<file path="config.mk">
export PLATFORM = sky130hd
export DESIGN_NAME = uart_apb_regs
export DESIGN_NICKNAME = d
export VERILOG_FILES = /design/src/rtl/uart_apb_pkg.sv /design/src/rtl/uart_rx_fifo.sv /design/src/rtl/uart_tx_hold.sv /design/src/rtl/uart_irq_pulse.sv /design/src/rtl/uart_apb_regs.sv
export SDC_FILE = /design/constraint.sdc
export NUM_CORES = 1
export LEC_CHECK = 0
export BUFFER_PORTS_ARGS = -buffer_cell sky130_fd_sc_hd__buf_2
export CAP_MARGIN = 10
export CORE_MARGIN = 8
export CORE_UTILIZATION = 52
export DETAILED_ROUTE_END_ITERATION = 10
export PLACE_DENSITY = 0.76
export SLEW_MARGIN = 5
export SYNTH_ARGS = -nofsm -noshare
export SYNTH_HDL_FRONTEND = slang
export SYNTH_HIERARCHICAL = 1
export SYNTH_SLANG_ARGS = --single-unit
export TNS_END_PERCENT = 1
</file>
<file path="constraint.sdc">
create_clock -name pclk -period 3 [get_ports pclk]
set_input_delay 0.3 -clock pclk [delete_from_list [all_inputs] [get_ports pclk]]
set_output_delay 0.3 -clock pclk [all_outputs]
set_load 0.03 [all_outputs]
</file>
<file path="src/rtl/uart_apb_pkg.sv">
package uart_apb_pkg;
    localparam int BYTE_W = 8;
    localparam int REG_W  = 32;

    localparam int OFS_DATA   = 0;
    localparam int OFS_DATA_B = 3;
    localparam int OFS_STAT   = 4;
    localparam int OFS_CTRL   = 8;

    localparam int CTRL_W        = 13;
    localparam int CB_RX_EN      = 0;
    localparam int CB_TX_EN      = 1;
    localparam int CB_RX_IE      = 2;
    localparam int CB_TX_IE      = 3;
    localparam int CB_FIFO_AVAIL = 31;

    localparam int SB_RX_AVAIL = 0;
    localparam int SB_SHIFT_MT = 1;
    localparam int SB_TXQ_MT   = 2;
    localparam int SB_RXQ_HALF = 8;
    localparam int SB_TXQ_FULL = 9;
    localparam int SB_RXQ_FULL = 10;

    typedef enum logic {HOLD_IDLE, HOLD_BUSY} hold_state_e;
endpackage

</file>
<file path="src/rtl/uart_rx_fifo.sv">
module uart_rx_fifo #(
    parameter int DEPTH = 16
) (
    input  logic                          clk,
    input  logic                          rst_n,
    input  logic                          push,
    input  logic [uart_apb_pkg::BYTE_W-1:0] push_data,
    input  logic                          pop,
    output logic [uart_apb_pkg::BYTE_W-1:0] head,
    output logic                          empty,
    output logic                          half,
    output logic                          full
);
    localparam int PTR_W = (DEPTH > 1) ? $clog2(DEPTH) : 1;
    localparam int CNT_W = $clog2(DEPTH + 1);
    localparam logic [PTR_W-1:0] LAST = PTR_W'(DEPTH - 1);
    localparam logic [CNT_W-1:0] CNT_FULL = CNT_W'(DEPTH);
    localparam logic [CNT_W-1:0] CNT_HALF = CNT_W'(DEPTH / 2);

    logic [uart_apb_pkg::BYTE_W-1:0] mem [DEPTH];
    logic [PTR_W-1:0] rd_ptr, wr_ptr;
    logic [CNT_W-1:0] count;

    always_ff @(posedge clk) begin
        if (push) mem[wr_ptr] <= push_data;
    end

    always_ff @(posedge clk or negedge rst_n) begin
        if (!rst_n) begin
            rd_ptr <= '0;
            wr_ptr <= '0;
            count  <= '0;
        end else begin
            if (push) wr_ptr <= (wr_ptr == LAST) ? '0 : wr_ptr + 1'b1;
            if (pop)  rd_ptr <= (rd_ptr == LAST) ? '0 : rd_ptr + 1'b1;
            unique case ({push, pop})
                2'b10:   count <= count + 1'b1;
                2'b01:   count <= count - 1'b1;
                default: count <= count;
            endcase
        end
    end

    assign head  = mem[rd_ptr];
    assign empty = (count == '0);
    assign full  = (count == CNT_FULL);
    assign half  = (count >= CNT_HALF);

    assert_no_overflow_R3: assert property (@(posedge clk) disable iff (!rst_n)
        push |-> !full);
    assert_no_underflow_R4: assert property (@(posedge clk) disable iff (!rst_n)
        pop |-> !empty);
endmodule

</file>
<file path="src/rtl/uart_tx_hold.sv">
module uart_tx_hold (
    input  logic                            clk,
    input  logic                            rst_n,
    input  logic                            load,
    input  logic [uart_apb_pkg::BYTE_W-1:0] load_data,
    input  logic                            tx_ready,
    output logic                            tx_valid,
    output logic [uart_apb_pkg::BYTE_W-1:0] tx_data,
    output logic                            busy,
    output logic                            can_load
);
    import uart_apb_pkg::*;

    hold_state_e state, state_nx;
    logic [BYTE_W-1:0] hold_q;

    always_ff @(posedge clk or negedge rst_n) begin
        if (!rst_n) state <= HOLD_IDLE;
        else        state <= state_nx;
    end

    always_ff @(posedge clk or negedge rst_n) begin
        if (!rst_n)    hold_q <= '0;
        else if (load) hold_q <= load_data;
    end

    always_comb begin
        state_nx = state;
        unique case (state)
            HOLD_IDLE: if (load) state_nx = HOLD_BUSY;
            HOLD_BUSY: if (tx_ready) state_nx = load ? HOLD_BUSY : HOLD_IDLE;
            default:   state_nx = HOLD_IDLE;
        endcase
    end

    always_comb begin
        tx_valid = 1'b0;
        busy     = 1'b0;
        can_load = 1'b1;
        unique case (state)
            HOLD_IDLE: begin
                tx_valid = 1'b0;
                busy     = 1'b0;
                can_load = 1'b1;
            end
            HOLD_BUSY: begin
                tx_valid = 1'b1;
                busy     = 1'b1;
                can_load = tx_ready;
            end
            default: ;
        endcase
    end

    assign tx_data = hold_q;

    assert_tx_steady_R7: assert property (@(posedge clk) disable iff (!rst_n)
        (tx_valid && !tx_ready) |=> (tx_valid && $stable(tx_data)));
endmodule

</file>
<file path="src/rtl/uart_irq_pulse.sv">
module uart_irq_pulse (
    input  logic clk,
    input  logic rst_n,
    input  logic rx_evt,
    input  logic tx_evt,
    output logic irq
);
    always_ff @(posedge clk or negedge rst_n) begin
        if (!rst_n) irq <= 1'b0;
        else        irq <= rx_evt | tx_evt;
    end
endmodule

</file>
<file path="src/rtl/uart_apb_regs.sv">
module uart_apb_regs #(
    parameter int ADDR_W = 8,
    parameter int DEPTH  = 16
) (
    input  logic              pclk,
    input  logic              presetn,
    input  logic              psel,
    input  logic              penable,
    input  logic              pwrite,
    input  logic [ADDR_W-1:0] paddr,
    input  logic [31:0]       pwdata,
    output logic [31:0]       prdata,
    output logic              pready,
    output logic              pslverr,
    input  logic              rx_valid,
    input  logic [7:0]        rx_data,
    output logic              rx_ready,
    output logic              tx_valid,
    output logic [7:0]        tx_data,
    input  logic              tx_ready,
    output logic              irq
);
    import uart_apb_pkg::*;

    localparam logic [ADDR_W-1:0] A_DATA   = ADDR_W'(OFS_DATA);
    localparam logic [ADDR_W-1:0] A_DATA_B = ADDR_W'(OFS_DATA_B);
    localparam logic [ADDR_W-1:0] A_STAT   = ADDR_W'(OFS_STAT);
    localparam logic [ADDR_W-1:0] A_CTRL   = ADDR_W'(OFS_CTRL);

    logic [CTRL_W-1:0] ctrl_q;
    logic access, hit_data, hit_ctrl, data_rd, data_wr;
    logic rx_push, rx_pop, tx_load;
    logic fifo_empty, fifo_half, fifo_full;
    logic [BYTE_W-1:0] fifo_head;
    logic hold_busy, hold_can_load;
    logic [REG_W-1:0] status_w, ctrl_w;
    logic unused_bits;

    assign access   = psel & penable;
    assign hit_data = (paddr == A_DATA) || (paddr == A_DATA_B);
    assign hit_ctrl = (paddr == A_CTRL);
    assign data_rd  = access & ~pwrite & hit_data;
    assign data_wr  = access &  pwrite & hit_data;

    assign rx_ready = ctrl_q[CB_RX_EN] & ~fifo_full;
    assign rx_push  = rx_valid & rx_ready;
    assign rx_pop   = data_rd & ~fifo_empty;
    assign tx_load  = data_wr & ctrl_q[CB_TX_EN] & hold_can_load;

    always_ff @(posedge pclk or negedge presetn) begin
        if (!presetn)                        ctrl_q <= '0;
        else if (access && pwrite && hit_ctrl) ctrl_q <= pwdata[CTRL_W-1:0];
    end

    uart_rx_fifo #(.DEPTH(DEPTH)) u_rx_fifo (
        .clk(pclk), .rst_n(presetn),
        .push(rx_push), .push_data(rx_data), .pop(rx_pop),
        .head(fifo_head), .empty(fifo_empty), .half(fifo_half), .full(fifo_full)
    );

    uart_tx_hold u_tx_hold (
        .clk(pclk), .rst_n(presetn),
        .load(tx_load), .load_data(pwdata[BYTE_W-1:0]), .tx_ready(tx_ready),
        .tx_valid(tx_valid), .tx_data(tx_data),
        .busy(hold_busy), .can_load(hold_can_load)
    );

    uart_irq_pulse u_irq (
        .clk(pclk), .rst_n(presetn),
        .rx_evt(rx_push & ctrl_q[CB_RX_IE]),
        .tx_evt(tx_load & ctrl_q[CB_TX_IE]),
        .irq(irq)
    );

    always_comb begin
        status_w              = '0;
        status_w[SB_RX_AVAIL] = ~fifo_empty;
        status_w[SB_SHIFT_MT] = ~hold_busy;
        status_w[SB_TXQ_MT]   = ~hold_busy;
        status_w[SB_RXQ_HALF] = fifo_half;
        status_w[SB_TXQ_FULL] = hold_busy;
        status_w[SB_RXQ_FULL] = fifo_full;
        ctrl_w                = '0;
        ctrl_w[CTRL_W-1:0]    = ctrl_q;
        ctrl_w[CB_FIFO_AVAIL] = 1'b1;
    end

    always_comb begin
        prdata = '0;
        if (access && !pwrite) begin
            if (hit_data)              prdata = fifo_empty ? '0 : REG_W'(fifo_head);
            else if (paddr == A_STAT)  prdata = status_w;
            else if (hit_ctrl)         prdata = ctrl_w;
            else                       prdata = '0;
        end
    end

    assign pready      = 1'b1;
    assign pslverr     = 1'b0;
    assign unused_bits = ^pwdata[31:CTRL_W];

    assert_rx_gate_R2: assert property (@(posedge pclk) disable iff (!presetn)
        rx_ready |-> ctrl_q[CB_RX_EN]);
    assert_irq_source_R8: assert property (@(posedge pclk) disable iff (!presetn)
        irq |-> ($past(ctrl_q[CB_RX_IE]) || $past(ctrl_q[CB_TX_IE])));
    assert_tx_needs_enable_R6: assert property (@(posedge pclk) disable iff (!presetn)
        $rose(tx_valid) |-> $past(ctrl_q[CB_TX_EN]));
endmodule

</file>
==> results.yml <==
routing:
  ant_nets: 0
  wl_per_cell_um: 21.5
  drt_iter0_markers: 335
  drc: 0
  wirelength_um: 15500
  route.vias.total: 4207
  dr.pass1.iters: 5
  via_per_inst: 5.83
floorplanning:
  start_util: 0.532
  io_pins: 100
  rows: 43
  dieArea_mm2: 0.0182
  fp.dieW_um: 135
  die_h_um: 135
  coreArea_mm2: 0.0138
layout:
  final_cell_area_mm2: 0.00847
  drive_gt1_frac: 0.299
  nNetsFinal: 591
  synthToLayoutAreaGrowth_pct: 15.3
  antenna_cells: 0
  fill_cells: 977
  final_cells: 721
placement:
  place_congestion: 0.864
  dp.cells: 686
  port_buffers: 60
  place_ws_ns: 0.0778
  hpwl_um: 10100
  postPlaceCellArea_mm2: 0.00786
global_routing:
  grt_usage: 0.169
  grt_pass1_wl_um: 23200
  grt_pass1_vias: 4175
  gr-total-overflow: 0
  antenna_found_initial: 0
  grt_max_degree: 37
sta:
  fin_crit_sh: 0.967
  whs_ns: -0.0278
  layout_min_cycle_time_ns: 2.90
  fmax_mhz: 345
  worst_pin_slew_ns: 0.844
  layout_setup_ws_ns: 0.0990
  slew_violations: 0
  fin_tns_setup_ns: 0
  setup_violations: 0
  hold_viol_final: 36
  rsz0062_at_grt: "yes"
  clock_skew_ns: 0.00680
  slew_headroom: 0.435
yosys:
  syn_avg_cell_area_um2: 16.2
  post-synth-top-count-cell: "edfxtp_1"
  ys_ff_latch: 164
  synth_common_cells: "edfxtp_1 (128), dfrtp_1 (36), mux2i_1 (25)"
  synth_edf_count: 128
  synth_top_cell_area_share: 0.523
  synth_flop_cell: "edfxtp_1"
  synth_seq_area_share: 0.645
  async_flop_share: 0.220
  netlist_area_mm2: 0.00735
  synth.area.top_cells: "edfxtp_1 (52%), dfrtp_1 (12%), mux4_1 (5.4%)"
  yosys.area.top_type: "edfxtp_1"
  synth_cells: 454
  synth_warnings: 6
  synth_cell_types: 53
power_and_ir_drop:
  p_sw_mw: 1.00
  leakagePower_nw: 3.15
  pwr-share-comb: 0.039
  powerDensity_mw_per_mm2: 551
  p_clk_frac: 0.434
  pwr-share-seq: 0.527
  p_total_mw: 4.67
  switching_share: 0.215
  p_int_mw: 3.67
  vdd_drop_max_mv: 0.509
clock_tree:
  clockBufferDepth: 2
  cts_hold_buf: 0
  insertion_delay_ns: 0.41
  htreeDepth: 4
  numClockSinks: 164
  cts_root_buf: "clkbuf_16"
  cts-buffers-inserted: 17
  cts_tree: "yes"
  clk_pin_slew_worst_paths_ns: 0.07
hold_path:
  hold_class: "input pin to async pin"
critical_path:
  cp_slowest_stage_delay_ns: 0.65
  worstPathCellList: "buf_12 -> mux2i_1 -> a22oi_1 -> mux2i_1 -> o21ai_1 -> a32o_1 -> buf_2"
  cp_max_fo: 26
  rrSetupSlack_ns: 0.13
  worstSetupPathType: "register to primary output"
  rr_worst_depth: 11
  crit_top_cell: "mux2i_1"
  required_ns: 2.70
  r2r_start: "u_rx_fifo/count[0]"
  cp_slowest_cell: "dfrtp_4"
  cp.arrival_ns: 2.60
  endpoint_kind: "primary output"
  worstReg2RegEnd: "u_rx_fifo/count[4]"
  start_kind: "register"
status:
  violations: "hold timing"
  status: "complete, but fails checks"
job:
  maxCapViolations: 0
-- worst max path at each step --
stage,slack [ns],end,depth (start not counted),startpoint
floorplan,-0.03,u_rx_fifo/count[4],14,u_rx_fifo/count[0]
global placement,0.15,u_rx_fifo/count[4],11,u_rx_fifo/count[0]
detailed placement,0.08,u_rx_fifo/count[4],12,u_rx_fifo/count[0]
CTS,0.06,u_rx_fifo/count[4],12,u_rx_fifo/count[0]
global route,-0.04,prdata[6],7,u_rx_fifo/rd_ptr[1]
finish,0.1,prdata[6],7,u_rx_fifo/rd_ptr[1]
-- logic make-up (layout without fill, tap and decap cells) --
kind of cell    Yosys count  after routing  share of synthesized area
simple gates             94             94                     0.0740
compound gates           54             54                     0.0504
flops                   164            164                      0.645
xor+xnor                  9              9                     0.0107
other cells               2             20                    0.00102
mux                      72             72                      0.160
buf+inv                  51            120                     0.0453
fa+ha+maj                 8              8                     0.0136
-- critical path, delay by kind of cell, from the launching register on --
kind | cells | cell delay (ns)
buffers and inverters | 2 | 0.44
AO/OA/AOI/OAI | 3 | 0.75
flip-flops | 1 | 0.65
multiplexers | 2 | 0.34
-- state kept, by name, indices dropped and copies added, names as in the netlist --
| signal | flops |
|---|---|
| u_irq/irq | 1 |
| u_rx_fifo/mem | 128 |
| u_rx_fifo/count | 5 |
| u_rx_fifo/rd_ptr | 4 |
| u_tx_hold/state | 1 |
| u_rx_fifo/wr_ptr | 4 |
| u_tx_hold/tx_data | 8 |
| ctrl_q | 13 |
-- through the flow --
| stage | utilization | hold slack, ns |
|---|---|---|
| after CTS | 0.609 | 0.000642 |
| after floorplan | - | 0.00441 |
| after detailed placement | 0.568 | 0.440 |
| after global routing | 0.613 | 0.0413 |
| final | 0.613 | -0.0278 |
| after global placement | 0.568 | 0.431 |
-- power by group through the flow --
stage               clock network [mW]  registers [mW]  logic [mW]
CTS                               2.05            2.46       0.179
finish                            2.03            2.46       0.184
global placement                     0            2.51       0.173
global route                      2.14            2.46       0.197
detailed placement                   0            2.51       0.178
floorplan                            0            2.51       0.119
-- layout by cell type, fill, tap and decap left out, types with 8 or more instances in the layout --
cell         n
dfrtp_1     34
mux2_4      18
o21ai_0      8
buf_2       60
a32oi_1      8
mux4_2       9
edfxtp_1   128
buf_4       19
mux2i_1     25
clkbuf_16   18
o21ai_1      8
nand2_1     13
a22oi_1      9
mux4_1      15
nor2_1      22
conb_1      20
-- final cells by class --
cell class / instances / area (µm²) / share of cell area
clock inverter: 14 / 128 / 0.0151
inverter: 6 / 25.0 / 0.00295
tap: 180 / 225 / 0.0266
multi-input combinational: 257 / 2410 / 0.284
sequential: 164 / 4750 / 0.560
timing repair buffer: 82 / 508 / 0.0599
clock buffer: 18 / 429 / 0.0506
-- layer usage --
| metal | vias to the layer above | share of wire | GRT usage |
|---|---|---|---|
| met3 | 28 | 0.070 | 0.0516 |
| met1 | 2124 | 0.41 | 0.210 |
| li1 | 1878 | - | - |
| met4 | 0 | 0.020 | 0.0624 |
| met5 | - | 0 | 0 |
| met2 | 177 | 0.50 | 0.272 |
-- repair_timing --
| action | in CTS | in global routing |
|---|---|---|
| gates resized for setup | 1 | 5 |
| setup buffers | 0 | 2 |
| pin swaps | 0 | 3 |
| setup endpoints to repair | 1 | 4 |
| cloned | 0 | 1 |
(Power assumes the default switching activity.)
